File: src/rtl/tpg10_pkg.sv
// Package tpg10_pkg
// Shared mode encoding and word constants for the 10-bit test word
// generator. Assumes a 10-bit code word with bit 0 serialized first.
package tpg10_pkg;

    localparam int TPG_WORD_W = 10;

    typedef enum logic [1:0] {
        MODE_IDLE  = 2'b00,
        MODE_PRBS  = 2'b01,
        MODE_FIXED = 2'b10,
        MODE_COMMA = 2'b11
    } tpg_mode_e;

    localparam logic [TPG_WORD_W-1:0] COMMA_NEG_WORD = 10'h17C;
    localparam logic [TPG_WORD_W-1:0] COMMA_POS_WORD = 10'h283;
    localparam logic [TPG_WORD_W-1:0] FIXED_WORD_DEF = 10'h0F0;
    localparam logic [TPG_WORD_W-1:0] IDLE_WORD      = '0;

endpackage

File: src/rtl/tpg10_prbs_gen.sv
// Module tpg10_prbs_gen
// Fibonacci LFSR that presents the next WORD_W bits of its sequence as a
// parallel word and advances by WORD_W steps when adv is high.
// Assumes: SEED is nonzero and the tap positions give a maximal-length
// polynomial. The first generated bit lands in word[0].
module tpg10_prbs_gen #(
    parameter int                LFSR_W = 7,
    parameter int                WORD_W = 10,
    parameter int                TAP_HI = 7,
    parameter int                TAP_LO = 6,
    parameter logic [LFSR_W-1:0] SEED   = '1
) (
    input  logic              clk,
    input  logic              rst_n,
    input  logic              adv,
    output logic [WORD_W-1:0] word
);

    localparam int HI_IDX = TAP_HI - 1;
    localparam int LO_IDX = TAP_LO - 1;

    logic [LFSR_W-1:0] state_q;
    logic [LFSR_W-1:0] state_next;

    // Unroll WORD_W generator steps from the present state.
    always_comb begin
        logic [LFSR_W-1:0] s;
        logic              fb;
        s    = state_q;
        word = '0;
        for (int i = 0; i < WORD_W; i++) begin
            fb      = s[HI_IDX] ^ s[LO_IDX];
            word[i] = fb;
            s       = {s[LFSR_W-2:0], fb};
        end
        state_next = s;
    end

    // Hold or advance the LFSR state one full word at a time.
    always_ff @(posedge clk) begin
        if (!rst_n)
            state_q <= SEED;
        else if (adv)
            state_q <= state_next;
    end

    // The LFSR must never fall into the all-zero lock-up state.
    p_lfsr_live_r3: assert property (@(posedge clk) disable iff (!rst_n)
        state_q != '0);

    // The state is frozen on any cycle without an advance request.
    p_lfsr_hold_r7: assert property (@(posedge clk) disable iff (!rst_n)
        !adv |=> $stable(state_q));

endmodule

File: src/rtl/tpg10_comma_gen.sv
// Module tpg10_comma_gen
// Tracks running disparity for the comma pattern and presents the K28.5
// form that matches it. Flips the disparity each time adv is high.
// Assumes: reset leaves the disparity negative, so the first comma is
// the negative-disparity form.
module tpg10_comma_gen
    import tpg10_pkg::*;
#(
    parameter int WORD_W = TPG_WORD_W
) (
    input  logic              clk,
    input  logic              rst_n,
    input  logic              adv,
    output logic [WORD_W-1:0] word
);

    logic neg_q;

    // Flip the running disparity after each emitted comma.
    always_ff @(posedge clk) begin
        if (!rst_n)
            neg_q <= 1'b1;
        else if (adv)
            neg_q <= ~neg_q;
    end

    // Pick the comma form that matches the present disparity.
    always_comb begin
        word = neg_q ? COMMA_NEG_WORD : COMMA_POS_WORD;
    end

    // Disparity holds while comma mode is not driving the output.
    p_disp_hold_r8: assert property (@(posedge clk) disable iff (!rst_n)
        !adv |=> $stable(neg_q));

endmodule

File: src/rtl/tpg10_top.sv
// Module tpg10_top
// Selectable 10-bit test word generator. The mode select picks idle,
// PRBS7, a constant word or alternating K28.5. A manual override takes
// the place of the pattern and freezes the pattern state.
// Assumes: inputs are synchronous to clk. Reset is synchronous and
// active low.
module tpg10_top
    import tpg10_pkg::*;
#(
    parameter int                    WORD_W     = TPG_WORD_W,
    parameter int                    LFSR_W     = 7,
    parameter logic [LFSR_W-1:0]     PRBS_SEED  = 7'h7F,
    parameter logic [WORD_W-1:0]     FIXED_WORD = FIXED_WORD_DEF
) (
    input  logic              clk,
    input  logic              rst_n,
    input  logic [1:0]        mode_sel,
    input  logic              manual_en,
    input  logic [WORD_W-1:0] manual_word,
    output logic [WORD_W-1:0] tx_word
);

    tpg_mode_e         mode;
    logic              prbs_adv;
    logic              comma_adv;
    logic [WORD_W-1:0] prbs_word;
    logic [WORD_W-1:0] comma_word;
    logic [WORD_W-1:0] gen_word;

    // Decode the mode and decide which pattern state may move.
    always_comb begin
        mode      = tpg_mode_e'(mode_sel);
        prbs_adv  = !manual_en && (mode == MODE_PRBS);
        comma_adv = !manual_en && (mode == MODE_COMMA);
    end

    tpg10_prbs_gen #(
        .LFSR_W (LFSR_W),
        .WORD_W (WORD_W),
        .TAP_HI (7),
        .TAP_LO (6),
        .SEED   (PRBS_SEED)
    ) u_prbs (
        .clk   (clk),
        .rst_n (rst_n),
        .adv   (prbs_adv),
        .word  (prbs_word)
    );

    tpg10_comma_gen #(
        .WORD_W (WORD_W)
    ) u_comma (
        .clk   (clk),
        .rst_n (rst_n),
        .adv   (comma_adv),
        .word  (comma_word)
    );

    // Select the pattern word for the present mode.
    always_comb begin
        unique case (mode)
            MODE_PRBS:  gen_word = prbs_word;
            MODE_FIXED: gen_word = FIXED_WORD;
            MODE_COMMA: gen_word = comma_word;
            default:    gen_word = IDLE_WORD;
        endcase
    end

    // Output register: the manual word overrides the pattern.
    always_ff @(posedge clk) begin
        if (!rst_n)
            tx_word <= '0;
        else if (manual_en)
            tx_word <= manual_word;
        else
            tx_word <= gen_word;
    end

    // Idle mode sends zeros one cycle later.
    p_idle_zero_r2: assert property (@(posedge clk) disable iff (!rst_n)
        (mode_sel == 2'b00 && !manual_en) |=> tx_word == '0);

    // Constant mode sends the fixed word one cycle later.
    p_fixed_word_r4: assert property (@(posedge clk) disable iff (!rst_n)
        (mode_sel == 2'b10 && !manual_en) |=> tx_word == FIXED_WORD);

    // Comma mode only ever emits one of the two K28.5 forms.
    p_comma_legal_r5: assert property (@(posedge clk) disable iff (!rst_n)
        (mode_sel == 2'b11 && !manual_en) |=>
            (tx_word == COMMA_NEG_WORD || tx_word == COMMA_POS_WORD));

    // Back-to-back commas change form on every cycle.
    p_comma_alt_r5: assert property (@(posedge clk) disable iff (!rst_n)
        (mode_sel == 2'b11 && !manual_en && $past(mode_sel == 2'b11 && !manual_en))
            |=> tx_word != $past(tx_word));

    // Manual override reaches the output one cycle later.
    p_manual_pass_r6: assert property (@(posedge clk) disable iff (!rst_n)
        manual_en |=> tx_word == $past(manual_word));

endmodule

File: config.mk
export PLATFORM = sky130hd
export DESIGN_NAME = tpg10_top
export DESIGN_NICKNAME = d
export VERILOG_FILES = /design/src/rtl/tpg10_pkg.sv /design/src/rtl/tpg10_prbs_gen.sv /design/src/rtl/tpg10_comma_gen.sv /design/src/rtl/tpg10_top.sv
export SDC_FILE = /design/constraint.sdc
export NUM_CORES = 1
export LEC_CHECK = 0
export ABC_CLOCK_PERIOD_IN_PS = 1400
export BUFFER_PORTS_ARGS = -buffer_cell sky130_fd_sc_hd__buf_2
export CAP_MARGIN = 20
export CORE_MARGIN = 2
export CORE_UTILIZATION = 25
export CTS_BUF_LIST = sky130_fd_sc_hd__clkbuf_16
export DETAILED_ROUTE_END_ITERATION = 8
export MAX_ROUTING_LAYER = met4
export PLACE_DENSITY_LB_ADDON = 0.05
export SYNTH_ARGS = -nofsm -noshare
export SYNTH_HDL_FRONTEND = slang
export SYNTH_SLANG_ARGS = --single-unit
File: constraint.sdc
create_clock -name clk -period 1.4 [get_ports clk]
set_clock_uncertainty 0.1 [all_clocks]
set_input_delay 0.28 -clock clk [delete_from_list [all_inputs] [get_ports clk]]
set_output_delay 0.28 -clock clk [all_outputs]
set_load 0.02 [all_outputs]
==> impl_metrics.py <==
metrics = {
    "route": {
        "wl_per_cell_um": 11.86,
        "drt_wl_total_um": 1957,
        "ant_nets": 0,
        "via_per_inst": 4.291,
        "drc_errors": 0,
        "first_pass_iters": 4,
        "first_iter_violations": 30,
        "num_vias": 708,
    },
    "worst_setup_path": {
        "cp_max_fo": 3,
        "r2r-end": "tx_word[6]",
        "worstReg2RegStart": "u_prbs.state_q[0]",
        "worstPathRequired_ns": 1.43,
        "cp-start-kind": "flip-flop",
        "worstPathArrival_ns": 1.27,
        "rrSetupSlack_ns": 0.15,
        "reg2reg_depth": 3,
        "end_kind": "flip-flop",
        "crit_type": "flip-flop to flip-flop",
    },
    "sta": {
        "hold_viol": 0,
        "final.setup.tns_ns": 0,
        "fmax_mhz": 800.3,
        "rsz0062_at_grt": "no",
        "tightest_slew_ns": 0.3155,
        "setup_slack_ns": 0.1505,
        "max_slew_margin": 0.7880,
        "setup_viol": 0,
        "final.period_utilization": 0.8925,
        "period_minus_slack_ns": 1.250,
        "finalMaxSlewViolations": 0,
    },
    "power_and_ir_drop": {
        "power.leakage_uw": 0.0005230,
        "p_total_uw": 1327,
        "ir_drop_mv": 0.3288,
        "power_frac_seq": 0.426,
        "internal_power_uw": 1014,
        "pwr-share-comb": 0.157,
        "powerDensity_nw_per_um2": 1206,
        "power.share.clock": 0.418,
        "switchingPower_uw": 312.3,
        "swShare": 0.2354,
    },
    "layout": {
        "diodes": 0,
        "drive_gt1_frac": 0.3025,
        "syn_to_final_growth_pct": 31.00,
        "fin_area_um2": 1100,
        "fin_cells": 165,
        "finalNetCount": 136,
    },
    "hold_path": {
        "whs_path_depth": 3,
        "holdPathEnd": "tx_word[5]",
        "hp-start": "manual_word[5]",
        "worstHoldPathType": "input port to flip-flop",
    },
    "floorplan": {
        "core_um2": 3284,
        "dieArea_um2": 3838,
        "die_x_um": 61.95,
        "initial_core_util": 0.2556,
        "die_h_um": 61.95,
        "boundaryPins": 25,
        "row_count": 21,
    },
    "grt": {
        "antenna_found_initial": 0,
        "grt_overflow": 0,
        "grt_pass1_vias": 665,
        "grt_max_degree": 15,
        "grt_pass1_wl_um": 3277,
        "grt_use_total": 0.1210,
    },
    "cts": {
        "h-tree-depth": 1,
        "cts_buffer_depth": 2,
        "postCtsResizedCells": 0,
        "cts_tree": "done",
        "cts_buffers": 3,
        "clkLatencyLatePin_ns": 0.24,
        "cts.sinks": 18,
        "postCtsHoldBufs": 0,
        "clockRootBuffer": "clkbuf_16",
        "cts.clk_slew.worst_paths_ns": 0.05,
        "post_cts_buffers": 0,
    },
    "synth": {
        "synth_top_area_frac": 0.4292,
        "yosys-top-cells-count": "18 x dfxtp_1, 16 x nand2_1, 6 x o211ai_1, 6 x o21ai_0",
        "synth-edff-count": 0,
        "synth_nets": 108,
        "synthDistinctLibCells": 23,
        "yosys_warnings": 0,
        "synth_area_um2": 839.6,
        "ys_seq_area_frac": 0.4292,
        "yosysTopAreaCell": "dfxtp_1",
        "avgSynthCellArea_um2": 9.027,
        "syn_inst": 93,
        "ys_ff_latch": 18,
        "synthTopCellsByArea": "dfxtp_1 43%, nand2_1 7.2%, mux2i_1 6.0%",
        "ys.flop_type": "dfxtp_1",
        "yosysMostFrequentCell": "dfxtp_1",
        "async_reset_ff_frac": 0,
    },
    "placement": {
        "place_congestion": 0.7458,
        "post-place-cells": 162,
        "port_buffers": 24,
        "dp_slack_ns": 0.02266,
        "dpl-instance-area_um2": 1025,
        "dp_hpwl_um": 1479,
    },
    "run_status": {
        "outcome": "finished, final reports clean",
    },
    "flow_run": {
        "drv_cap": 0,
    },
}
worst max-delay path, stage by stage (launching register included):
cell	delay (ns)
dfxtp_1	0.37
xor3_1	0.47
nand3_1	0.11
a31oi_1	0.08
power groups by stage:
stage / logic, uW / clock network, uW / registers, uW
floorplan: 115 / 0 / 595
global placement: 212 / 0 / 576
detailed placement: 209 / 0 / 576
CTS: 210 / 578 / 565
finish: 208 / 554 / 565
global route: 233 / 594 / 569
cells in the final DEF (no fill, tap or decap), drive strengths merged, types with 3 or more instances in the layout:
master,n
o21a,4
o211ai,6
mux2i,5
o21ai,7
nand2,16
buf,30
dfxtp,18
xor2,4
nor3,3
nand3,3
a21oi,5
clkbuf,3
xnor2,5
inv,3
flip-flops by register name, summed over array words and instances (netlist names):
signal,cells
tx_word,10
u_comma.neg_q,1
u_prbs.state_q,7
how the worst max path moves through the flow:
| stage | start | end | slack, ns | depth (start not counted) |
|---|---|---|---|---|
| global route | u_prbs.state_q[0] | tx_word[6] | 0.07 | 3 |
| global placement | mode_sel[1] | tx_word[0] | 0.02 | 4 |
| detailed placement | mode_sel[1] | u_prbs.state_q[5] | 0.02 | 4 |
| floorplan | mode_sel[1] | u_prbs.state_q[3] | 0.16 | 4 |
| CTS | u_prbs.state_q[0] | tx_word[6] | 0.14 | 3 |
| finish | u_prbs.state_q[0] | tx_word[6] | 0.15 | 3 |
kinds of logic after synthesis:
kind of cell / after synthesis / share of synthesized area
buffers and inverters: 10 / 0.05811
xor gates and xnor gates: 10 / 0.1222
DFF: 18 / 0.4292
muxes: 5 / 0.05961
and+or+nand+nor: 25 / 0.1356
AOI/OAI and AO/OA: 25 / 0.1952
metal layers:
layer | up-vias | global-route usage | wire (um)
li1 | 371 | - | -
met1 | 324 | 0.1656 | 1052
met2 | 13 | 0.1786 | 841
met3 | 0 | 0.03106 | 64
met4 | 0 | 0.02736 | 0
met5 | - | - | 0
through the flow:
step / util / hold slack [ns]
2_1_floorplan: - / 0.3149
3_3_place_gp: 0.3120 / 0.4068
3_5_place_dp: 0.3120 / 0.4225
4_1_cts: 0.3349 / 0.1692
5_1_grt: 0.3349 / 0.1839
6_report: 0.3349 / 0.1691
final cells by class:
cell class	count	area (um2)
Fill cell	356	2185
Multi-Input combinational cell	65	430.4
Sequential cell	18	360.3
Timing Repair Buffer	30	165.2
Clock buffer	3	75.07
Tap cell	46	57.56
Inverter	3	11.26
No activity file was read; power rests on OpenSTA's default activity.
